`src/rtl/rtd_pkg.sv`:
```
// Package: shared read-select codes and status bit positions for the
// round-trip delay measurement unit.
package rtd_pkg;

    typedef enum logic [1:0] {
        SEL_STATUS  = 2'd0,
        SEL_COARSE  = 2'd1,
        SEL_ELASTIC = 2'd2,
        SEL_PHASE   = 2'd3
    } rd_sel_e;

    localparam int ST_VALID   = 0;
    localparam int ST_TIMEOUT = 1;
    localparam int ST_BUSY    = 2;

endpackage

```
`src/rtl/rtd_coarse_timer.sv`:
```
// Coarse timer: counts transmit baud ticks from the transmit frame strobe
// to the receive frame strobe.
// It saturates at FRAME_BAUDS and raises a timeout if no receive strobe
// arrives in time.
// Assumes all strobes are single-cycle pulses in the clk domain.
module rtd_coarse_timer #(
    parameter int FRAME_BAUDS = 120,
    parameter int COARSE_W    = $clog2(FRAME_BAUDS + 1)
) (
    input  logic                clk,
    input  logic                rst_n,
    input  logic                tx_fsync,
    input  logic                rx_fsync,
    input  logic                baud_tick,
    output logic                running,
    output logic [COARSE_W-1:0] cnt,
    output logic [COARSE_W-1:0] result,
    output logic                timeout,
    output logic                done
);

    localparam logic [COARSE_W-1:0] LAST = COARSE_W'(FRAME_BAUDS - 1);
    localparam logic [COARSE_W-1:0] SAT  = COARSE_W'(FRAME_BAUDS);

    // Stop pulse: the receive strobe closes a running measurement.
    assign done = running && rx_fsync && !tx_fsync;

    // Counter, run state, latched result and timeout flag.
    always_ff @(posedge clk) begin
        if (!rst_n) begin
            running <= 1'b0;
            cnt     <= '0;
            result  <= '0;
            timeout <= 1'b0;
        end else if (tx_fsync) begin
            running <= 1'b1;
            cnt     <= '0;
            timeout <= 1'b0;
        end else if (running) begin
            if (rx_fsync) begin
                result  <= cnt;
                running <= 1'b0;
            end else if (baud_tick) begin
                if (cnt == LAST) begin
                    cnt     <= SAT;
                    result  <= SAT;
                    timeout <= 1'b1;
                    running <= 1'b0;
                end else begin
                    cnt <= cnt + 1'b1;
                end
            end
        end
    end

endmodule

```
`src/rtl/rtd_phase_counter.sv`:
```
// Phase counter: counts fast-clock cycles from the first transmit baud
// edge after a frame strobe to the next receive baud edge. The count
// saturates at all-ones.
// Assumes the baud edges are single-cycle pulses in the clk domain.
module rtd_phase_counter #(
    parameter int FINE_W = 8
) (
    input  logic              clk,
    input  logic              rst_n,
    input  logic              tx_fsync,
    input  logic              baud_tick,
    input  logic              rx_baud_tick,
    output logic [FINE_W-1:0] result,
    output logic              done
);

    localparam logic [FINE_W-1:0] MAXV = '1;

    logic              armed;
    logic              run;
    logic [FINE_W-1:0] cnt;

    // Stop pulse: a receive baud edge closes a running phase count.
    assign done = run && rx_baud_tick && !tx_fsync;

    // Arm on the frame strobe, start on a transmit edge, stop on a receive edge.
    always_ff @(posedge clk) begin
        if (!rst_n) begin
            armed  <= 1'b0;
            run    <= 1'b0;
            cnt    <= '0;
            result <= '0;
        end else if (tx_fsync) begin
            armed <= 1'b1;
            run   <= 1'b0;
        end else if (run) begin
            if (rx_baud_tick) begin
                result <= cnt;
                run    <= 1'b0;
            end else if (cnt != MAXV) begin
                cnt <= cnt + 1'b1;
            end
        end else if (armed && baud_tick) begin
            armed <= 1'b0;
            run   <= 1'b1;
            cnt   <= FINE_W'(1);
        end
    end

endmodule

```
`src/rtl/rtd_regfile.sv`:
```
// Register file: captures the elastic fill and tracks the completion of
// one measurement. It also serves the read port from shadow copies that
// are taken on every status read.
// Assumes rd_en is a single-cycle request.
module rtd_regfile
    import rtd_pkg::*;
#(
    parameter int COARSE_W = 7,
    parameter int FILL_W   = 4,
    parameter int FINE_W   = 8,
    parameter int DATA_W   = 16
) (
    input  logic                clk,
    input  logic                rst_n,
    input  logic                tx_fsync,
    input  logic                coarse_done,
    input  logic                fine_done,
    input  logic                busy,
    input  logic                timeout,
    input  logic [COARSE_W-1:0] coarse_res,
    input  logic [FINE_W-1:0]   fine_res,
    input  logic [FILL_W-1:0]   eb_fill,
    input  logic                rd_en,
    input  logic [1:0]          rd_sel,
    output logic                valid,
    output logic [DATA_W-1:0]   rd_data
);

    logic                coarse_ok;
    logic                fine_ok;
    logic                valid_set;
    logic                rd_status;
    logic [FILL_W-1:0]   fill_live;
    logic [COARSE_W-1:0] coarse_sh;
    logic [FILL_W-1:0]   fill_sh;
    logic [FINE_W-1:0]   fine_sh;
    rd_sel_e             sel;

    assign sel       = rd_sel_e'(rd_sel);
    assign rd_status = rd_en && (sel == SEL_STATUS);
    // Both halves of the same measurement are complete for the first time.
    assign valid_set = (coarse_ok || coarse_done) && (fine_ok || fine_done)
                       && !(coarse_ok && fine_ok);

    // Completion tracking, elastic capture and the valid flag.
    always_ff @(posedge clk) begin
        if (!rst_n) begin
            coarse_ok <= 1'b0;
            fine_ok   <= 1'b0;
            valid     <= 1'b0;
            fill_live <= '0;
        end else if (tx_fsync) begin
            coarse_ok <= 1'b0;
            fine_ok   <= 1'b0;
            valid     <= 1'b0;
        end else begin
            if (coarse_done) begin
                coarse_ok <= 1'b1;
                fill_live <= eb_fill;
            end
            if (fine_done) fine_ok <= 1'b1;
            if (valid_set)      valid <= 1'b1;
            else if (rd_status) valid <= 1'b0;
        end
    end

    // Shadow snapshot on status read, and the registered read mux.
    always_ff @(posedge clk) begin
        if (!rst_n) begin
            coarse_sh <= '0;
            fill_sh   <= '0;
            fine_sh   <= '0;
            rd_data   <= '0;
        end else if (rd_en) begin
            unique case (sel)
                SEL_STATUS: begin
                    coarse_sh        <= coarse_res;
                    fill_sh          <= fill_live;
                    fine_sh          <= fine_res;
                    rd_data          <= '0;
                    rd_data[ST_VALID]   <= valid;
                    rd_data[ST_TIMEOUT] <= timeout;
                    rd_data[ST_BUSY]    <= busy;
                end
                SEL_COARSE:  rd_data <= DATA_W'(coarse_sh);
                SEL_ELASTIC: rd_data <= DATA_W'(fill_sh);
                SEL_PHASE:   rd_data <= DATA_W'(fine_sh);
            endcase
        end
    end

endmodule

```
`src/rtl/rtd_measure_unit.sv`:
```
// Top level: round-trip delay measurement. It joins the coarse baud timer,
// the fine phase counter and the register file with its shadow read port.
// Assumes every input is synchronous to clk.
module rtd_measure_unit #(
    parameter int FRAME_BAUDS = 120,
    parameter int FILL_W      = 4,
    parameter int FINE_W      = 8,
    parameter int DATA_W      = 16
) (
    input  logic              clk,
    input  logic              rst_n,
    input  logic              tx_fsync,
    input  logic              rx_fsync,
    input  logic              baud_tick,
    input  logic              rx_baud_tick,
    input  logic [FILL_W-1:0] eb_fill,
    input  logic              rd_en,
    input  logic [1:0]        rd_sel,
    output logic [DATA_W-1:0] rd_data
);

    localparam int COARSE_W = $clog2(FRAME_BAUDS + 1);

    logic                running;
    logic [COARSE_W-1:0] coarse_cnt;
    logic [COARSE_W-1:0] coarse_res;
    logic                timeout;
    logic                coarse_done;
    logic [FINE_W-1:0]   fine_res;
    logic                fine_done;
    logic                valid;

    rtd_coarse_timer #(
        .FRAME_BAUDS(FRAME_BAUDS),
        .COARSE_W   (COARSE_W)
    ) u_coarse (
        .clk      (clk),
        .rst_n    (rst_n),
        .tx_fsync (tx_fsync),
        .rx_fsync (rx_fsync),
        .baud_tick(baud_tick),
        .running  (running),
        .cnt      (coarse_cnt),
        .result   (coarse_res),
        .timeout  (timeout),
        .done     (coarse_done)
    );

    rtd_phase_counter #(
        .FINE_W(FINE_W)
    ) u_phase (
        .clk         (clk),
        .rst_n       (rst_n),
        .tx_fsync    (tx_fsync),
        .baud_tick   (baud_tick),
        .rx_baud_tick(rx_baud_tick),
        .result      (fine_res),
        .done        (fine_done)
    );

    rtd_regfile #(
        .COARSE_W(COARSE_W),
        .FILL_W  (FILL_W),
        .FINE_W  (FINE_W),
        .DATA_W  (DATA_W)
    ) u_regs (
        .clk        (clk),
        .rst_n      (rst_n),
        .tx_fsync   (tx_fsync),
        .coarse_done(coarse_done),
        .fine_done  (fine_done),
        .busy       (running),
        .timeout    (timeout),
        .coarse_res (coarse_res),
        .fine_res   (fine_res),
        .eb_fill    (eb_fill),
        .rd_en      (rd_en),
        .rd_sel     (rd_sel),
        .valid      (valid),
        .rd_data    (rd_data)
    );

endmodule

```
`config.mk`:
```
export PLATFORM = sky130hd
export DESIGN_NAME = rtd_measure_unit
export DESIGN_NICKNAME = d
export VERILOG_FILES = /design/src/rtl/rtd_pkg.sv /design/src/rtl/rtd_coarse_timer.sv /design/src/rtl/rtd_phase_counter.sv /design/src/rtl/rtd_regfile.sv /design/src/rtl/rtd_measure_unit.sv
export SDC_FILE = /design/constraint.sdc
export NUM_CORES = 1
export LEC_CHECK = 0
export ABC_AREA = 1
export BUFFER_PORTS_ARGS = -buffer_cell sky130_fd_sc_hd__clkbuf_2
export CORE_MARGIN = 2
export CORE_UTILIZATION = 35
export CTS_CLUSTER_DIAMETER = 100
export CTS_CLUSTER_SIZE = 24
export DETAILED_ROUTE_END_ITERATION = 6
export PLACE_DENSITY_LB_ADDON = 0.05
export SETUP_SLACK_MARGIN = 0.4
export SYNTH_ARGS = -nofsm -noshare
export SYNTH_HDL_FRONTEND = slang
export SYNTH_SLANG_ARGS = --single-unit
```
`constraint.sdc`:
```
create_clock -name clk -period 2.2 [get_ports clk]
set_input_delay 0.33 -clock clk [delete_from_list [all_inputs] [get_ports clk]]
set_output_delay 0.33 -clock clk [all_outputs]
set_load 0.01 [all_outputs]
```
### Word level (Yosys, flattened, before mapping)

Cells that the tools add are included.

* input port bits: 13
* bits in registers: 76
* output and inout port bits: 16
* word-level logic and storage cells: 79

* equality and inequality tests: 8
* multiplexer cells: 22
* bitwise gates (word level): 3
* add/subtract/negate cells: 2
* reductions and logical operators: 28

Operators with widths (count)
* $pmux W16 S4: 1
* $mux W8: 4
* $mux W7: 4
* $mux W1: 13
* $reduce_and A4 Y1: 3
* $reduce_bool A2 Y1: 5
* $logic_and A1 B1 Y1: 9
* $add A8 B1 Y8 const B: 1
* $ne A8 B8 Y1 const B: 1
* $add A7 B1 Y7 const B: 1
* $eq A7 B7 Y1 const B: 1
* $ne A2 B2 Y1 const B: 3
* $reduce_and A2 Y1: 3
* $reduce_and A3 Y1: 2
* $eq A2 B2 Y1 const B: 2
* $not A1 Y1: 3
* $eq A2 B1 Y1 const B: 1
* $logic_not A1 Y1: 2
* $logic_not A2 Y1: 1
* $logic_or A1 B1 Y1: 2
* $reduce_or A2 Y1: 1

### Depth between registers and ports, before layout

Gate-level depths: netlist (run 1).

* word-level depth: 6
* gate-level depth with buffers: 8
* mapped depth without buffers: 8

### Hierarchy

From an unflattened synthesis (run 1), not the netlist that was laid out.

* cells, all modules: 413
* area total of the unflattened synthesis: 3100.5 sq um

By module, submodules not included
* rtd_regfile: sequential area each 680.7 sq um, area each 1463.9 sq um, cells an instance 194, times used 1
* rtd_phase_counter: sequential area each 360.3 sq um, area each 908.4 sq um, cells an instance 126, times used 1
* rtd_coarse_timer: sequential area each 320.3 sq um, area each 728.2 sq um, cells an instance 93, times used 1

### Worst setup path before layout (run 1)

Ideal clock, no wire load.

* path type: flip-flop to flip-flop
* from: reg u_phase.cnt[1]
* to: reg u_phase.cnt[0]
* library setup time: 113 ps
* path buffers: 0
* setup slack: 980 ps
* period minus slack after synthesis: 1220 ps
* data required time: 2087 ps
* data arrival time: 1107 ps
* cell stages (with the launch flop): 9
* cell sequence: dfxtp_1 > ha_1 > nand2_2 > nor2_2 > nand3_2 > nand2_2 > nand2_1 > nand2_1 > nor2_1

* cells in the longest elaborated chain, start to end: 3

RTL lines
* start, declared: line rtd_phase_counter.sv:21 `logic [FINE_W-1:0] cnt;`
* start signal, assigned: line rtd_phase_counter.sv:41 `cnt <= cnt + 1'b1;`
* $ne A8 B8 Y1: line rtd_phase_counter.sv:40 `end else if (cnt != MAXV) begin`
* $ne A2 B2 Y1 (no source line)
* $reduce_and A4 Y1 (no source line)

Every way passes these cells.
A chain may end at the register's enable or synchronous reset.

### Worst setup path after layout (run 1)

* from: reg u_phase.run
* to: reg u_phase.cnt[4]

* cells in the longest elaborated chain, start to end: 2
* elaborated cells between the ends (all ways): 5
* classes of those cells: eq/ne: 2; mux: 1; reduce/logical: 2

RTL lines
* start, declared: line rtd_phase_counter.sv:20 `logic run;`
* start signal, assigned: line rtd_phase_counter.sv:30 `run <= 1'b0;`
* start signal, assigned: line rtd_phase_counter.sv:35 `run <= 1'b0;`
* start signal, assigned: line rtd_phase_counter.sv:39 `run <= 1'b0;`
* $ne A2 B2 Y1 (no source line) or $reduce_bool A2 Y1 (tied branches)
* $reduce_and A4 Y1 (no source line)

Parallel ways exist; a longest one is shown, timed or not.

==> summary.md, run 1 <==
| Metric | Value |
|---|---|
| CTS Hold Buffers Added | `0` |
| Diode count | `0` |
| Vias in the first global route | `2158` |
| Register area | `1361 um2` |
| Layout net count | `436` |
| Final period utilization | `68.43%` |
| Reg-to-reg slack, setup | `0.69 ns` |
| Worst slew pin tran | `0.4988 ns` |
| Core Region | `8258 um2` |
| Num ports | `29` |
| Std cell rows | `33` |
| YS warnings | `0` |
| Clock skew | `0.006278 ns` |
| CP Class | `reg -> reg` |
| Antenna violations before repair | `0` |
| Post-Route Setup TNS | `0 ns` |
| Grt ovf | `0` |
| Clock transition at the registers of the reported paths | `0.08 ns` |
| Commonest non-fill, non-tap cells in the layout | `68 x dfxtp_1, 55 x nor2_1, 51 x nand2_1` |
| Iter 0 DRT Violations | `71` |
| CTS root buffer | `clkbuf_8` |
| Yosys cell types | `34` |
| Vias | `2446` |
| 1st-pass router iterations | `4` |
| Die height | `96.53 um` |
| Post-CTS sizing | `0` |
| Critical path capture point type | `flop` |
| Share of cells above drive strength 1 | `15.53%` |
| Syn Inst Count | `402` |
| Area growth, synth to finish | `10.65%` |
| Total CTS buffers | `9` |
| Die Wd | `96.53 um` |
| Max Cap Violations | `0` |
| HPWL Detailed | `4.795 mm` |
| Post-CTS Setup Bufs | `0` |
| Die ar. | `9318 um2` |
| RSZ-0062 raised after global routing | `false` |
| Rel. slew slack | `66.70%` |
| Arrival time worst endpoint | `1.79 ns` |
| Synthesis-stage register bit count | `68` |
| Fmax | `664.3 MHz` |
| Starting Density | `36.29%` |
| Mean area per synthesized cell | `7.454 um2` |
| Status | `finished clean` |
| WL/cell | `12.52 um` |
| Clock buffer depth | `2` |
| Global-route usage over all layers | `15.26%` |
| Final-report hold violation count | `0` |
| Final setup violation count | `0` |
| Post-Route WL | `6.634 mm` |
| Min-delay worst type | `in -> reg` |
| Most common cell after layout, fill and taps aside | `dfxtp_1` |
| Mapped cell area | `2997 um2` |
| Sequential share of the synthesized area | `45.43%` |
| Fill cells | `903` |
| H-tree depth | `3` |
| Clk sinks | `68` |
| Port bufs | `20` |
| Via/cell ratio | `4.615` |
| Worst ir drop on vdd | `230.2 uV` |
| Final worst slack | `0.6946 ns` |
| Clock period minus worst slack | `1.505 ns` |
| Power Dens Cells | `744.3 nW/um2` |
| First-pass GRT wire length | `10.61 mm` |
| Data required, critical path | `2.48 ns` |
| Startpoint type of the worst setup path | `flop` |
| Largest net degree at the start of global routing | `45` |
| Final Core Density | `40.15%` |
| Worst-path fanout max | `12` |
| Leak | `0.001341 uW` |
| Clock Latency Late Sink | `0.34 ns` |
| Max Slew Vio Count | `0` |
| Multi-input gate area | `1320 um2` |
| RePlAce Congestion | `0.7844` |
| ANT nets after route | `0` |
| Drt drc | `0` |
| Pre-CTS WS | `0.6548 ns` |
| CTS tree | `done` |
==> final cells by class <==
cell class | count | share of cell area (%)
Clock buffer | 10 | 3.849
Clock inverter | 5 | 1.623
Inverter | 55 | 6.226
Multi-Input combinational cell | 265 | 39.81
Sequential cell | 68 | 41.06
Tap cell | 105 | 3.962
Timing Repair Buffer | 22 | 3.472
==> synth_stat cells, drive strengths merged <==
| cell type | count | area share, % |
|---|---|---|
| conb | 1 | 0.13 |
| a21oi | 40 | 7.1 |
| nor3 | 4 | 1.0 |
| o21ai | 49 | 8.2 |
| and2 | 1 | 0.21 |
| nor2 | 63 | 8.9 |
| nand3 | 23 | 4.8 |
| inv | 55 | 6.9 |
| o22ai | 5 | 1.0 |
| a21o | 2 | 0.50 |
| dfxtp | 68 | 45 |
| o221ai | 2 | 0.58 |
| xor2 | 1 | 0.29 |
| a21boi | 1 | 0.25 |
| nand4 | 5 | 1.0 |
| ha | 2 | 0.83 |
| xnor2 | 1 | 0.29 |
| buf | 18 | 4.1 |
| nand2 | 56 | 7.6 |
| clkbuf | 3 | 0.38 |
| nor3b | 1 | 0.25 |
| o211ai | 1 | 0.25 |
==> metrics by stage <==
stage	area, um2	std cells	power [uW]	hold slack (ns)
6_report	3316	530	2468	0.2304
5_1_grt	3316	530	2582	0.2420
4_1_cts	3316	530	2508	0.2170
3_5_place_dp	3134	515	1513	0.4409
3_3_place_gp	3134	515	1512	0.4399
2_1_floorplan	3023	409	1462	0.4240
==> sequential cells by signal, indices dropped and copies added, names as in the netlist, 4 cells and up <==
signal / count
u_coarse.cnt: 7
u_coarse.result: 7
u_phase.cnt: 8
u_phase.result: 8
u_regs.coarse_sh: 7
u_regs.fill_live: 4
u_regs.fill_sh: 4
u_regs.fine_sh: 8
u_regs.rd_data: 8
==> worst paths after layout <==
| path | startpoint | to | cells after the start |
|---|---|---|---|
| worst min-delay path | eb_fill[3] | u_regs.fill_live[3] | 3 |
| worst max register to register | u_phase.run | u_phase.cnt[4] | 6 |
| worst min register to register | u_regs.fine_sh[7] | u_regs.fine_sh[7] | 2 |
| worst max-delay path | u_phase.run | u_phase.cnt[4] | 6 |
==> where the power goes <==
part	internal, uW	switching (uW)
sequential	1270	25.6
combinational	60.7	124
clock	514	472
==> kinds of logic after synthesis <==
| group | after synthesis | share of synthesized area, % |
|---|---|---|
| AO/OA/AOI/OAI | 100 | 17.87 |
| other | 1 | 0.1251 |
| AND/OR/NAND/NOR | 153 | 23.76 |
| XOR/XNOR | 2 | 0.5847 |
| adder cells (fa/ha/maj) | 2 | 0.8349 |
| buffers and inverters | 76 | 11.40 |
| flip-flops | 68 | 45.43 |
==> metal layers <==
layer	global-route usage, %	part of all wire [%]
met1	21.36	52
met2	22.40	43
met3	2.793	3.0
met4	7.746	1.9
met5	0	0
==> worst max-delay path, stage by stage, from the launching register on <==
cell and delay [ns]:
dfxtp_1 0.63, nand2_1 0.16, a21oi_2 0.33, nand3_1 0.13
nand2_1 0.08, inv_1 0.04, nor2_1 0.07
No activity file was read; power rests on OpenSTA's default activity.
==> run 2, diff against run 1 <==
==> constraint.sdc (replaced) <==
create_clock -name clk -period 1.49 [get_ports clk]
set_input_delay 0.2235 -clock clk [delete_from_list [all_inputs] [get_ports clk]]
set_output_delay 0.2235 -clock clk [all_outputs]
set_load 0.01 [all_outputs]
==> summary.md, run 2 (same netlist as run 1, synthesis figures left out) <==
| Metric | Value |
|---|---|
| Iter 0 DRT Violations | `88 (was 71)` |
| Register area | `1404 um2 (was 1361 um2)` |
| CTS tree | `done (unchanged)` |
| Leak | `0.001514 uW (was 0.001341 uW)` |
| Largest net degree at the start of global routing | `25 (was 45)` |
| Worst-path fanout max | `7 (was 12)` |
| Reg-to-reg slack, setup | `0.30 ns (was 0.69 ns)` |
| Num ports | `29 (unchanged)` |
| Data required, critical path | `1.72 ns (was 2.48 ns)` |
| CP Class | `reg -> reg (unchanged)` |
| H-tree depth | `3 (unchanged)` |
| Post-Route Setup TNS | `0 ns (unchanged)` |
| Commonest non-fill, non-tap cells in the layout | `52 x dfxtp_1, 50 x nor2_1, 45 x inv_1 (was 68 x dfxtp_1, 55 x nor2_1, 51 x nand2_1)` |
| Max Cap Violations | `0 (unchanged)` |
| Die ar. | `9318 um2 (unchanged)` |
| RePlAce Congestion | `0.8378 (was 0.7844)` |
| Placed instance count | `519 (was 515)` |
| Clk sinks | `68 (unchanged)` |
| Power Dens Cells | `1059 nW/um2 (was 744.3 nW/um2)` |
| RSZ-0062 raised after global routing | `true (was false)` |
| Overall Power | `3979 uW (was 2468 uW)` |
| Port bufs | `20 (unchanged)` |
| Multi-input gate area | `1521 um2 (was 1320 um2)` |
| Global-route usage over all layers | `16.63% (was 15.26%)` |
| CTS root buffer | `clkbuf_8 (unchanged)` |
| Arrival time worst endpoint | `1.42 ns (was 1.79 ns)` |
| Fmax | `842.0 MHz (was 664.3 MHz)` |
| Die height | `96.53 um (unchanged)` |
| Std cell rows | `33 (unchanged)` |
| Grt ovf | `0 (unchanged)` |
| Starting Density | `36.29% (unchanged)` |
| Area growth, synth to finish | `25.43% (was 10.65%)` |
| Clock Latency Late Sink | `0.34 ns (about the same)` |
| Drt drc | `0 (unchanged)` |
| Crit path from | `u_coarse.cnt[0] (was u_phase.run)` |
| Clock period minus worst slack | `1.188 ns (was 1.505 ns)` |
| Final-report hold violation count | `0 (unchanged)` |
| Worst-case reg-to-reg path depth | `8 (was 6)` |
| Via/cell ratio | `4.703 (was 4.615)` |
| WL/cell | `12.90 um (was 12.52 um)` |
| Total CTS buffers | `9 (unchanged)` |
| Startpoint type of the worst setup path | `flop (unchanged)` |
| Final period utilization | `79.70% (was 68.43%)` |
| Post-Route WL | `7.032 mm (was 6.634 mm)` |
| Critical path capture point type | `flop (unchanged)` |
| Min-delay worst type | `in -> reg (unchanged)` |
| Crit path to | `u_coarse.result[2] (was u_phase.cnt[4])` |
| Final Core Density | `45.52% (was 40.15%)` |
| Final cell count without fillers | `545 (was 530)` |
| FF-to-FF Start | `u_coarse.cnt[0] (was u_phase.run)` |
| ANT nets after route | `0 (unchanged)` |
| Clock skew | `0.008886 ns (was 0.006278 ns)` |
| Final setup violation count | `0 (unchanged)` |
| 1st-pass router iterations | `4 (unchanged)` |
| Clock transition at the registers of the reported paths | `0.08 ns (about the same)` |
| Max Slew Vio Count | `0 (unchanged)` |
| Vias in the first global route | `2436 (was 2158)` |
| Layout net count | `450 (was 436)` |
| Antenna violations before repair | `0 (unchanged)` |
| First-pass GRT wire length | `11.85 mm (was 10.61 mm)` |
| Diode count | `0 (unchanged)` |
| Core Region | `8258 um2 (unchanged)` |
| Die Wd | `96.53 um (unchanged)` |
| Status | `finished clean (unchanged)` |
| Vias | `2563 (was 2446)` |
| Worst ir drop on vdd | `386.8 uV (was 230.2 uV)` |
| Reg2Reg Capture Point | `u_coarse.result[2] (was u_phase.cnt[4])` |
| Clock buffer depth | `2 (unchanged)` |
| Fill cells | `853 (was 903)` |
| Share of cells above drive strength 1 | `28.64% (was 15.53%)` |
| HPWL Detailed | `4.953 mm (was 4.795 mm)` |
| Most common cell after layout, fill and taps aside | `dfxtp_1 (unchanged)` |
-- run 2: cell types whose count changed in the layout (fill, tap and decap cells not counted), moves of 6 or more --
cell	before	now
dfxtp_4	0	9
a21oi_1	37	31
dfxtp_2	0	7
buf_4	2	11
nand2_1	51	43
dfxtp_1	68	52
-- run 2: layer usage --
layer	share of wire [%]	routed length, um	track usage [%]
met5	0	0	0
met4	0.91	64	6.455
met3	2.4	171	3.336
met2	44	3066	24.94
met1	53	3730	23.46
-- run 2: layout make-up --
cell class / count / area share (%)
multi-input combinational: 265 / 40.48
sequential: 68 / 37.35
timing repair buffer: 36 / 6.591
inverter: 55 / 5.826
clock buffer: 11 / 4.028
tap: 105 / 3.495
clock inverter: 5 / 2.230
-- run 2: power by group --
group / leakage, uW / total [uW] / internal, uW / switching [uW]
sequential: 0.000563 / 1900 / 1870 / 35.6
combinational: 0.000839 / 318 / 110 / 208
clock: 0.000112 / 1760 / 1040 / 722
total: 0.00151 / 3980 / 3010 / 966
-- run 2: repair_timing --
item / in CTS / in global routing
hold buffers: 0 / 0
setup endpoints to repair: 27 / 31
gates resized for setup: 29 / 41
buffers inserted: 7 / 3
pin swaps: 13 / 22
hold endpoints to repair: 0 / 0
cloned: 0 / 0
-- run 2: how the worst min path moves through the flow --
stage	startpoint	end	slack (ns)	cells past startpoint
finish	eb_fill[2]	u_regs.fill_live[2]	0.13	3
global placement	u_regs.fine_sh[7]	u_regs.fine_sh[7]	0.44	2
CTS	eb_fill[0]	u_regs.fill_live[0]	0.12	3
floorplan	eb_fill[0]	u_regs.fill_live[0]	0.39	2
detailed placement	u_regs.fine_sh[7]	u_regs.fine_sh[7]	0.44	2
global route	eb_fill[0]	u_regs.fill_live[0]	0.14	3
-- run 2: critical path: stages (launching register included) --
cell,delay [ns]
dfxtp_4,0.37
ha_4,0.14
nand2_4,0.07
nor2_4,0.12
nand2_2,0.07
nand2_2,0.08
nand2_4,0.09
nand2_2,0.07
a21oi_1,0.06
-- run 2: through the flow --
| stage | instance area (um2) | hold slack (ns) | setup slack, ns |
|---|---|---|---|
| final | 3759 | 0.1274 | 0.3024 |
| after global routing | 3759 | 0.1379 | 0.2291 |
| after CTS | 3596 | 0.1213 | 0.2968 |
| after detailed placement | 3222 | 0.4370 | 0.2619 |
| after global placement | 3222 | 0.4353 | 0.2551 |
| after floorplan | 3068 | 0.3870 | 0.3859 |
==> run 3, diff against run 2 <==
--- a/config.mk
+++ b/config.mk
@@ -5,7 +5,7 @@
 export SDC_FILE = /design/constraint.sdc
 export NUM_CORES = 1
 export LEC_CHECK = 0
-export ABC_AREA = 1
+export ABC_AREA = 0
 export BUFFER_PORTS_ARGS = -buffer_cell sky130_fd_sc_hd__clkbuf_2
 export CORE_MARGIN = 2
 export CORE_UTILIZATION = 35
==> constraint.sdc (replaced) <==
create_clock -name clk -period 1 [get_ports clk]
set_input_delay 0.15 -clock clk [delete_from_list [all_inputs] [get_ports clk]]
set_output_delay 0.15 -clock clk [all_outputs]
set_load 0.01 [all_outputs]
==> summary.md, run 3 <==
| Metric | Value |
|---|---|
| Starting Density | `36.46% (was 36.29%)` |
| RePlAce Congestion | `0.7417 (was 0.8378)` |
| Crit path max-delay family | `simple AND/OR/NAND/NOR gates (unchanged)` |
| Synthesis-stage register bit count | `68 (unchanged)` |
| Total CTS buffers | `9 (unchanged)` |
| Layout net count | `438 (was 450)` |
| CP max stage cell | `or4_1 (was dfxtp_4)` |
| Worst-case reg-to-reg path depth | `4 (was 8)` |
| Top-area cell type share of the netlist area | `47.82% (was 45.43%)` |
| HPWL Detailed | `4.796 mm (was 4.953 mm)` |
| Clock transition at the registers of the reported paths | `0.08 ns (about the same)` |
| Iter 0 DRT Violations | `59 (was 88)` |
| Mapped cell area | `2846 um2 (was 2997 um2)` |
| Std cell rows | `32 (was 33)` |
| Drt drc | `0 (unchanged)` |
| Clock skew | `0.007363 ns (was 0.008886 ns)` |
| Most frequent cells after synthesis | `68 x dfxtp_1, 67 x nand2_1, 39 x a21oi_1 (was 68 x dfxtp_1, 55 x nor2_1, 51 x nand2_1)` |
| Fmax | `646.2 MHz (was 842.0 MHz)` |
| Startpoint type of the worst setup path | `flop (unchanged)` |
| Final worst slack | `-0.5474 ns (was 0.3024 ns)` |
| Clock period minus worst slack | `1.547 ns (was 1.188 ns)` |
| Final-report hold violation count | `0 (unchanged)` |
| WL/cell | `14.46 um (was 12.90 um)` |
| First-pass GRT wire length | `12.48 mm (was 11.85 mm)` |
| Clock Latency Late Sink | `0.35 ns (was 0.34 ns)` |
| Die ar. | `8870 um2 (was 9318 um2)` |
| Vias in the first global route | `2593 (was 2436)` |
| Power Dens Cells | `1274 nW/um2 (was 1059 nW/um2)` |
| Pre-CTS WS | `-0.5220 ns (was 0.2619 ns)` |
| Part of the power in combinational logic | `9.6% (was 8.0%)` |
| Post-synth EDFFs | `0 (unchanged)` |
| Leak | `0.002003 uW (was 0.001514 uW)` |
| Global-route usage over all layers | `18.22% (was 16.63%)` |
| Via/cell ratio | `5.023 (was 4.703)` |
| Prevailing post-synth register cell | `dfxtp_1 (unchanged)` |
| Num ports | `29 (unchanged)` |
| Most common cell after layout, fill and taps aside | `buf_4 (was dfxtp_1)` |
| Die Wd | `94.18 um (was 96.53 um)` |
| Most frequent cell after synthesis | `dfxtp_1 (unchanged)` |
| Final setup violation count | `37 (was 0)` |
| Largest net degree at the start of global routing | `38 (was 25)` |
| Overall Power | `5837 uW (was 3979 uW)` |
| Commonest non-fill, non-tap cells in the layout | `52 x buf_4, 42 x dfxtp_1, 37 x nand2_1 (was 52 x dfxtp_1, 50 x nor2_1, 45 x inv_1)` |
| YS warnings | `0 (unchanged)` |
| Clock buffer depth | `2 (unchanged)` |
| Final period utilization | `154.7% (was 79.70%)` |
| Asr flop ratio synth | `0% (unchanged)` |
| Diode count | `0 (unchanged)` |
| CTS Hold Buffers Added | `0 (unchanged)` |
| Net switching fraction of the power | `24.24% (was 24.27%)` |
| P_sw | `1415 uW (was 965.7 uW)` |
| Yosys cell types | `45 (was 34)` |
| Share of cells above drive strength 1 | `54.91% (was 28.64%)` |
| RSZ-0062 raised after global routing | `true (unchanged)` |
| WHS | `0.04647 ns (was 0.1274 ns)` |
| Min-delay worst type | `in -> reg (unchanged)` |
| Data required, critical path | `1.29 ns (was 1.72 ns)` |
| Area growth, synth to finish | `61.01% (was 25.43%)` |
| Failing checks | `negative setup slack` |
| Port bufs | `20 (unchanged)` |
| 1st-pass router iterations | `4 (unchanged)` |
| CP bufs+invs | `0 (unchanged)` |
| CP Class | `reg -> reg (unchanged)` |
| Worst ir drop on vdd | `789.1 uV (was 386.8 uV)` |
| Instance count on the critical path | `4 (was 8)` |
| Sequential power share | `47.4% (was 47.8%)` |
| Hold Path Stages | `3 (unchanged)` |
| Post-Route WL | `7.664 mm (was 7.032 mm)` |
| Antenna violations before repair | `0 (unchanged)` |
| Sequential share of the synthesized area | `47.82% (was 45.43%)` |
| Synth area leaders | `dfxtp_1 48%, nand2_1 8.8%, a21oi_1 6.9% (was dfxtp_1 45%, o21ai_0 7.8%, nor2_1 6.9%)` |
| Clk sinks | `68 (unchanged)` |
| Share of power burned in the clock network | `43.0% (was 44.2%)` |
| Mean area per synthesized cell | `8.522 um2 (was 7.454 um2)` |
| CTS root buffer | `clkbuf_8 (unchanged)` |
| Core Region | `7807 um2 (was 8258 um2)` |
| Die height | `94.18 um (was 96.53 um)` |
| Reg-to-reg slack, setup | `-0.55 ns (was 0.30 ns)` |
| ANT nets after route | `0 (unchanged)` |
| Dominant cell type by area after synthesis | `dfxtp_1 (unchanged)` |
| H-tree depth | `3 (unchanged)` |
| Syn Inst Count | `334 (was 402)` |
| Max Cap Violations | `0 (unchanged)` |
| Grt ovf | `0 (unchanged)` |
| Status | `finished, violations left (was finished clean)` |
| CTS tree | `done (unchanged)` |
| Arrival time worst endpoint | `1.84 ns (was 1.42 ns)` |
| Crit-path cells | `or3b_4 -> a311o_1 -> or4_1 -> nand2_1 (was ha_4 -> nand2_4 -> nor2_4 -> nand2_2 -> nand2_2 -> nand2_4 -> nand2_2 -> a21oi_1)` |
| Max Slew Vio Count | `0 (unchanged)` |
| Worst-path fanout max | `3 (was 7)` |
| Worst path max stage delay | `0.40 ns (was 0.37 ns)` |
| Critical path capture point type | `flop (unchanged)` |
| Post-Route Setup TNS | `-7.391 ns (was 0 ns)` |
| Vias | `2662 (was 2563)` |
| P_int | `4422 uW (was 3013 uW)` |
==> run 3: cell count changes after synthesis, sizes merged, moves of 4 or more <==
cell and change:
buf -10, clkbuf +19, inv -53, mux2i +14, nand2 +11, nand2b +5
nand3 -14, nor2 -39, o21a +6, o21ai -44, o221a +4
==> run 3: final cells by class <==
cell class	count	area, um2
clock buffer	10	127.6
fill	694	3224
clock inverter	6	88.84
sequential	68	1394
inverter	3	13.76
tap	102	127.6
timing repair buffer	100	973.4
multi-input combinational	241	1858
==> run 3: timing repair <==
action                     in CTS  in global routing
pin swaps                      58                 24
setup endpoints to repair      76                 76
resized for setup             101                 64
gates cloned                    4                  0
buffers inserted               14                  5
==> run 3: worst paths after layout <==
path                startpoint                  end
min                 eb_fill[2]  u_regs.fill_live[2]
min reg2reg  u_phase.result[7]    u_regs.fine_sh[7]
max                u_phase.run       u_phase.cnt[5]
max reg2reg        u_phase.run       u_phase.cnt[5]
==> run 3: cells by family after synthesis <==
group,count (synthesis),share of synthesized area (%)
adder cells (fa/ha/maj),2,0.8790
buffers and inverters,33,5.407
AO/OA/AOI/OAI,74,16.70
flip-flops,68,47.82
AND/OR/NAND/NOR,134,21.41
other,1,0.1317
XOR/XNOR,5,1.539
multiplexers,17,6.110
==> run 3: worst reg2reg max path, delay by kind of cell, from the launching register on <==
family	cells	cell delay, ns
compound gates	1	0.32
simple gates	3	0.86
flops	1	0.32
==> run 3: layer usage <==
layer,GRT usage [%],vias to the layer above,wire [um]
met2,29.05,45,3617
met1,23.74,1273,3698
met3,3.772,12,224
met4,7.971,0,124
met5,0,-,0
li1,-,1332,-
==> run 3: per-stage QoR <==
step / area [um2] / instances / utilization (%)
floorplan: 3151 / 341 / -
finish: 4583 / 530 / 58.70
global route: 4583 / 530 / 58.70
global placement: 3551 / 491 / 45.48
detailed placement: 3551 / 491 / 45.48
CTS: 4283 / 525 / 54.86
==> run 3: power groups by stage <==
stage	Clock, uW	Combinational, uW	Sequential, uW
final	2510	561	2770
after global routing	2690	602	2770
after global placement	0	391	2820
after detailed placement	0	393	2820
after CTS	2550	514	2760
after floorplan	0	275	2820
